`config.mk`:
```
export PLATFORM = sky130hd
export DESIGN_NAME = thread_sched
export DESIGN_NICKNAME = d
export VERILOG_FILES = /design/src/rtl/thread_sched_pkg.sv /design/src/rtl/thr_stall.sv /design/src/rtl/lru_pick.sv /design/src/rtl/thread_sched.sv
export SDC_FILE = /design/constraint.sdc
export NUM_CORES = 1
export LEC_CHECK = 0
export BUFFER_PORTS_ARGS = -buffer_cell sky130_fd_sc_hd__buf_2
export CAP_MARGIN = 20
export CORE_UTILIZATION = 52
export CTS_CLUSTER_DIAMETER = 80
export DETAILED_ROUTE_END_ITERATION = 6
export PLACE_DENSITY = 0.78
export SLEW_MARGIN = 40
export SYNTH_ARGS = -nofsm -noshare
export SYNTH_HDL_FRONTEND = slang
export SYNTH_SLANG_ARGS = --single-unit
export TNS_END_PERCENT = 100
```
`constraint.sdc`:
```
create_clock -name clk -period 11.44 [get_ports clk]
set_clock_uncertainty 0.2 [all_clocks]
set_input_delay 2.288 -clock clk [delete_from_list [all_inputs] [get_ports clk]]
set_output_delay 2.288 -clock clk [all_outputs]
set_load 0.01 [all_outputs]
```
`src/rtl/thread_sched_pkg.sv`:
```
package thread_sched_pkg;
  localparam int unsigned DEF_NTHR      = 4;
  localparam int unsigned DEF_BLOCK_CYC = 3;
endpackage

```
`src/rtl/thr_stall.sv`:
```
module thr_stall #(
  parameter int unsigned BLOCK_CYC = 3
) (
  input  logic clk,
  input  logic rst,
  input  logic ready,
  input  logic miss_start,
  input  logic miss_done,
  input  logic issued_long,
  output logic eligible
);
  localparam int unsigned CW = $clog2(BLOCK_CYC + 1);

  logic [CW-1:0] blk_cnt;
  logic          wait_q;

  always_ff @(posedge clk) begin
    if (rst) begin
      blk_cnt <= '0;
    end else if (issued_long) begin
      blk_cnt <= CW'(BLOCK_CYC - 1);
    end else if (blk_cnt != '0) begin
      blk_cnt <= blk_cnt - 1'b1;
    end
  end

  always_ff @(posedge clk) begin
    if (rst) begin
      wait_q <= 1'b0;
    end else if (miss_start) begin
      wait_q <= 1'b1;
    end else if (miss_done) begin
      wait_q <= 1'b0;
    end
  end

  assign eligible = ready && !wait_q && !miss_start && (blk_cnt == '0) && !issued_long;

  // once a miss opens, the thread stays out until it is closed
  p_miss_holds_r4: assert property (@(posedge clk) disable iff (rst)
    (wait_q && !miss_done) |=> !eligible);

  // a long issue keeps the thread out on the following cycle
  p_block_holds_r5: assert property (@(posedge clk) disable iff (rst)
    (issued_long && BLOCK_CYC > 1) |=> !eligible);
endmodule

```
`src/rtl/lru_pick.sv`:
```
module lru_pick #(
  parameter int unsigned NTHR = 4
) (
  input  logic            clk,
  input  logic            rst,
  input  logic [NTHR-1:0] elig,
  output logic [NTHR-1:0] pick_oh,
  output logic            any
);
  localparam int unsigned RW = (NTHR > 1) ? $clog2(NTHR) : 1;

  logic [RW-1:0]      rank [NTHR];
  logic [RW-1:0]      best_rank;
  logic [RW-1:0]      best_idx;
  logic               found;
  logic [NTHR*RW-1:0] rank_flat;
  logic [NTHR-1:0]    present;

  always_comb begin
    found     = 1'b0;
    best_rank = '0;
    best_idx  = '0;
    for (int i = 0; i < NTHR; i++) begin
      if (elig[i] && (!found || rank[i] < best_rank)) begin
        found     = 1'b1;
        best_rank = rank[i];
        best_idx  = RW'(i);
      end
    end
    for (int i = 0; i < NTHR; i++) begin
      pick_oh[i] = found && (best_idx == RW'(i));
    end
  end

  assign any = found;

  always_ff @(posedge clk) begin
    for (int i = 0; i < NTHR; i++) begin
      if (rst) begin
        rank[i] <= RW'(i);
      end else if (found) begin
        if (pick_oh[i]) begin
          rank[i] <= RW'(NTHR - 1);
        end else if (rank[i] > best_rank) begin
          rank[i] <= rank[i] - 1'b1;
        end
      end
    end
  end

  for (genvar g = 0; g < NTHR; g++) begin : g_flat
    assign rank_flat[g*RW +: RW] = rank[g];
  end

  always_comb begin
    present = '0;
    for (int i = 0; i < NTHR; i++) begin
      present[rank[i]] = 1'b1;
    end
  end

  // ranks always form a permutation, so the oldest is unique
  p_rank_perm_r6: assert property (@(posedge clk) disable iff (rst)
    $countones(present) == NTHR);

  // no selection, no change of order
  p_order_hold_r7: assert property (@(posedge clk) disable iff (rst)
    !found |=> $stable(rank_flat));
endmodule

```
`src/rtl/thread_sched.sv`:
```
module thread_sched
  import thread_sched_pkg::*;
#(
  parameter int unsigned NTHR      = DEF_NTHR,
  parameter int unsigned BLOCK_CYC = DEF_BLOCK_CYC
) (
  input  logic            clk,
  input  logic            rst,
  input  logic [NTHR-1:0] thr_ready,
  input  logic [NTHR-1:0] miss_start,
  input  logic [NTHR-1:0] miss_done,
  input  logic            issue_long,
  output logic [NTHR-1:0] sel_oh,
  output logic            sel_valid
);
  logic [NTHR-1:0] elig;
  logic [NTHR-1:0] pick_oh;
  logic            pick_any;
  logic [NTHR-1:0] sel_q;
  logic            vld_q;

  for (genvar g = 0; g < NTHR; g++) begin : g_thr
    thr_stall #(.BLOCK_CYC(BLOCK_CYC)) u_stall (
      .clk        (clk),
      .rst        (rst),
      .ready      (thr_ready[g]),
      .miss_start (miss_start[g]),
      .miss_done  (miss_done[g]),
      .issued_long(issue_long && sel_q[g]),
      .eligible   (elig[g])
    );

    // a long issue hides the thread on the next output
    p_long_skip_r5: assert property (@(posedge clk) disable iff (rst)
      (sel_q[g] && issue_long) |=> !sel_q[g]);

    // a miss start hides the thread on the next output
    p_miss_skip_r4: assert property (@(posedge clk) disable iff (rst)
      miss_start[g] |=> !sel_q[g]);

    // a thread not ready is never picked
    p_ready_only_r3: assert property (@(posedge clk) disable iff (rst)
      !thr_ready[g] |=> !sel_q[g]);
  end

  lru_pick #(.NTHR(NTHR)) u_lru (
    .clk    (clk),
    .rst    (rst),
    .elig   (elig),
    .pick_oh(pick_oh),
    .any    (pick_any)
  );

  always_ff @(posedge clk) begin
    if (rst) begin
      sel_q <= '0;
      vld_q <= 1'b0;
    end else begin
      sel_q <= pick_oh;
      vld_q <= pick_any;
    end
  end

  assign sel_oh    = sel_q;
  assign sel_valid = vld_q;

  // one-hot output consistent with valid
  p_onehot_r2: assert property (@(posedge clk) disable iff (rst)
    $onehot0(sel_q) && (vld_q == (sel_q != '0)));

  // idle only when nothing could go
  p_idle_r8: assert property (@(posedge clk) disable iff (rst)
    !$past(rst) |-> (vld_q == $past(elig != '0)));
endmodule

```
======== Word level (Yosys, flattened, before mapping) ========
Memories as Yosys holds them, arrays and structs flattened.
Cells that the tools add are included.
word-level totals
  bits in registers ....................... 17
  memory bits (read-only) ................. 0
  memories ................................ 1
  output and inout bits ................... 5
  bits in latches ......................... 0
  logic and storage cells ................. 180
  input bits .............................. 15
  RAM bits ................................ 8
memory list
  memory      words  width  rd ports  clocked after Yosys merged registers in  wr ports  RTL line        RTL
  u_lru.rank  4      2      4         0                                        4         lru_pick.sv:12  logic [RW-1:0] rank [NTHR];
cells by class
  multiplexer cells ....................... 73
  multiply operators ...................... 0
  $lt $le $gt $ge ......................... 7
  eq/ne operators ......................... 3
  shifts and indexed selects .............. 0
  div/mod/pow operators ................... 0
  bitwise operators ....................... 8
  $add $sub $neg .......................... 8
  reduce and logical (&&, ||, !) cells .... 66
operators by type and width
  cell                   count
  $mux W1                51
  $mux W2                22
  $logic_and A1 B1 Y1    27
  $reduce_bool A2 Y1     12
  $sub A2 B1 Y2 const B  8
  $logic_not A1 Y1       15
  $logic_not A2 Y1       5
  $gt A2 B2 Y1           4
  $or A1 B1 Y1           8
  $reduce_or A2 Y1       4
  $lt A2 B2 Y1           3
  $eq A2 B2 Y1 const B   2
  $logic_or A1 B1 Y1     3
  $eq A2 B1 Y1 const B   1

======== Depth between registers and ports, before layout ========
  word-level depth ........................ 26
  mapped depth ............................ 27

======== Cells and area by module ========
Synthesis repeated with hierarchy kept, for this count alone.
second synthesis, totals
  cells, all modules ...................... 165
  area total of the unflattened synthesis .. 1556.5 um^2
by module, submodules not included
  module        area each (um^2)  sequential area each (um^2)  times used  cells an instance
  lru_pick      949.7             240.2                        1           107
  thr_stall     112.6             60.1                         4           11
  thread_sched  156.4             100.1                        1           14

======== Worst setup path before layout ========
OpenSTA, ideal clock, no wires.
  kind .................................... input to register
  start ................................... in issue_long
  end ..................................... mem u_lru.rank[0][2] (netlist bit), enable pin
  stages on the path ...................... 24
  setup slack ............................. 4.231 ns
  library setup time ...................... 0.296 ns
  required time ........................... 10.944 ns
  arrival time ............................ 6.713 ns
  path through ............................ buf_6 > a21oi_2 > and2_4 > nand2_1 > ha_1 > a21oi_1 > o211ai_1 > nand3_1 > o21ai_0 > inv_1 > ha_1 > a21oi_1 > inv_1 > nor2_2 > mux2i_1 > ha_1 > nor3_1 > nor2_1 > o41a_1 > buf_6 > mux2i_1 > ha_1 > a2111oi_0 > a211o_1
RTL lines
  what         RTL line            RTL
  from (decl)  thread_sched.sv:12  input logic issue_long,
  to (decl)    lru_pick.sv:12

==> flow_summary_export.csv <==
group,metric,value,unit
status,outcome,"finished clean",
cts,tritoncts,"built",
cts,path_clk_slew,130,ps
routing,avgRoutedWirePerCell,15.1,um
cts,cts_buffers,3,
timing,hold_viol_final,0,
setup_path,worst_setup_path_start_kind,"input pin",
timing,worstMarginPinSlew,673,ps
synthesis,syn_nets,185,
setup_path,cp.required,11290,ps
power,finalPower,235,uW
synthesis,synth_cell_types,41,
floorplan,die_w,55.8,um
cts,cts_root_buf,"clkbuf_4",
routing,ant_nets,0,
power,p_leak,0.710,nW
setup_path,crit_path_max_incr_delay,600,ps
final_layout,layout-drive-gt1-share,20.2,%
cts,clkLatencyLatePin,330,ps
worst_hold_path,hold_class,"flip-flop to flip-flop",
timing,finalCritPeriodShare,68.2,%
setup_path,cp.arrival,7640,ps
floorplan,dieArea,3110,um^2
cts,hold_buffers,0,
setup_path,end_kind,"flip-flop",
cts,cts_setup_buffers,0,
placement,gp_congestion,0.840,
final_layout,nFillCells,244,
routing,num_vias,1273,
timing,finalCriticalPeriod,7800,ps
setup_path,cpMaxStageDelayCell,"a2111oi_1",
routing,drt_iter0_drc,59,
grt,grt_usage,22.1,%
timing,relSlewSlack,55.0,%
power,irDropWorstVdd,88.1,uV
routing,vias_per_cell,6.09,
setup_path,crit_type,"input pin to flip-flop",
timing,setup_viol,0,
routing,drt_wl_total,3.15,mm
grt,grt_antenna_before_repair,0,
setup_path,cp_common_cell,"ha_1",
grt,grt_pass1_wl,5.36,mm
synthesis,synthCells,159,
cts,clockBufferDepth,2,
synthesis,async_flop_share,0,%
synthesis,ys_seq_area_share,38.6,%
timing,max_freq,128,MHz
floorplan,die_height,55.8,um
floorplan,io_pins,20,
floorplan,core_region_area,2760,um^2
synthesis,syn_area,1510,um^2
setup_path,cp_cell_sequence,"buf_2, nor4b_4, and2_4, nand2_1, ha_1, a21oi_1, o211ai_1, nand3_1, o21ai_0, inv_1, ha_1, a21oi_1, inv_1, nor2_2, mux2i_1, ha_1, nor3_1, nor2_1, o41a_1, mux2_2, ha_1, a21oi_1, a2111oi_1, o311ai_1",
cts,cts_sinks,25,
grt,grt_pass1_vias,1225,
routing,first_pass_iters,4,
placement,dp_hpwl,2.41,mm
grt,grt_max_degree,21,
setup_path,regToRegSetupSlack,5280,ps
timing,tns,0,ps
final_layout,diodes,0,
final_layout,syn_to_final_growth,8.15,%
cts,htreeDepth,1,
run,maxCapViolations,0,
timing,grt_setup_unrepaired,"false",
cts,cts-resized-gates,0,
synthesis,yosysWarnings,0,
floorplan,start_util,54.6,%
synthesis,ys.flop_type,"dfxtp_1",
synthesis,ys_ff_latch,25,
timing,drv_slew,0,
routing,drc,0,
synthesis,avgSynthCellArea,9.47,um^2
grt,overflow,0,
final_layout,layout.nets,205,
floorplan,placementRows,19,
synthesis,synth_edf_count,8,
power,pwr_density_cell,144,nW/um^2
setup_path,worstPathMaxFanout,12,
placement,portBuffers,19,
## metal layers
layer | routed length (um) | GRT usage, %
met3 | 145 | 4.42
met2 | 1560 | 38.0
met4 | 68 | 9.64
met1 | 1380 | 26.5
met5 | 0 | 0
## stage by stage
stage,util [%],std cells,hold slack (ps),instance area (um^2),setup slack (ps)
2_1_floorplan,-,159,252,1510,4230
3_3_place_gp,58.0,205,264,1600,3460
3_5_place_dp,58.0,205,282,1600,3290
4_1_cts,58.9,209,314,1630,3610
5_1_grt,59.0,209,365,1630,3150
6_report,59.0,209,311,1630,3640
## cell families (layout without fill, tap and decap cells)
kind of cell	count (synthesis)	after routing	synth area share, %
AOI/OAI and AO/OA	48	48	22.4
buffers and inverters	20	39	6.65
xor gates and xnor gates	4	4	2.33
muxes	3	3	2.08
and+or+nand+nor	48	48	18.8
adders and majority gates	11	11	9.14
DFF	25	25	38.6
## cells in the mapped netlist (all sizes together) (2+ instances only)
master	number	area share (%)
xor2	3	1.7
nand4	2	0.83
o22ai	2	0.83
and3b	4	2.4
clkbuf	2	1.2
a22oi	5	2.5
a2111oi	2	1.2
buf	2	1.5
o311ai	2	1.2
ha	11	9.1
nand3	3	1.0
a32o	2	1.3
mux2i	2	1.3
edfxtp	8	16
o211ai	2	1.0
inv	16	4.0
o21ai	6	2.0
nor4b	4	4.3
nor2	19	4.9
a21oi	20	6.9
and3	3	1.5
nand2	10	2.5
dfxtp	17	23
## layout by cell type (no fill, tap or decap), drive strengths merged, types with 2 or more instances in the layout
master	n
inv	16
nor4b	4
nand4	2
and3	3
nand2	10
o311ai	2
o21ai	6
and3b	4
clkbuf	4
buf	19
ha	11
mux2i	2
nor2	19
dfxtp	17
o211ai	2
nand3	3
a21oi	20
a22oi	5
a32o	2
xor2	3
o22ai	2
edfxtp	8
a2111oi	2
## worst max-delay path: cells and delay by family
family	cells	cell delay, ps
fa+ha+maj	4	1070
compound gates	8	2060
buf+inv	3	290
simple gates	7	1210
mux	2	720
## registers in the layout, summed over array words and instances (netlist names)
name / count
g_thr.u_stall.blk_cnt: 8
u_lru.rank: 8
g_thr.u_stall.wait_q: 4
sel_oh: 4
sel_valid: 1
## path summary, 6_finish.rpt
| kind | start | cells past startpoint | to |
|---|---|---|---|
| hold / removal | g_thr[2].u_stall.wait_q | 2 | g_thr[2].u_stall.wait_q |
| setup reg to reg | g_thr[0].u_stall.blk_cnt[1] | 23 | u_lru.rank[1][1] |
| setup / recovery | miss_start[0] | 24 | u_lru.rank[1][1] |
| hold reg to reg | g_thr[2].u_stall.wait_q | 2 | g_thr[2].u_stall.wait_q |
## power by group
group	switching (mW)	internal [mW]
registers	0.0115	0.103
clock network	0.0271	0.0137
logic	0.0454	0.0337
## final cells by class
class | instances | area, um^2 | area share [%]
multi-input combinational | 114 | 827 | 50.8
sequential | 25 | 581 | 35.7
timing repair buffer | 19 | 95.1 | 5.84
inverter | 16 | 60.1 | 3.69
tap | 31 | 38.8 | 2.38
clock buffer | 4 | 26.3 | 1.61
(Power assumes the default switching activity.)
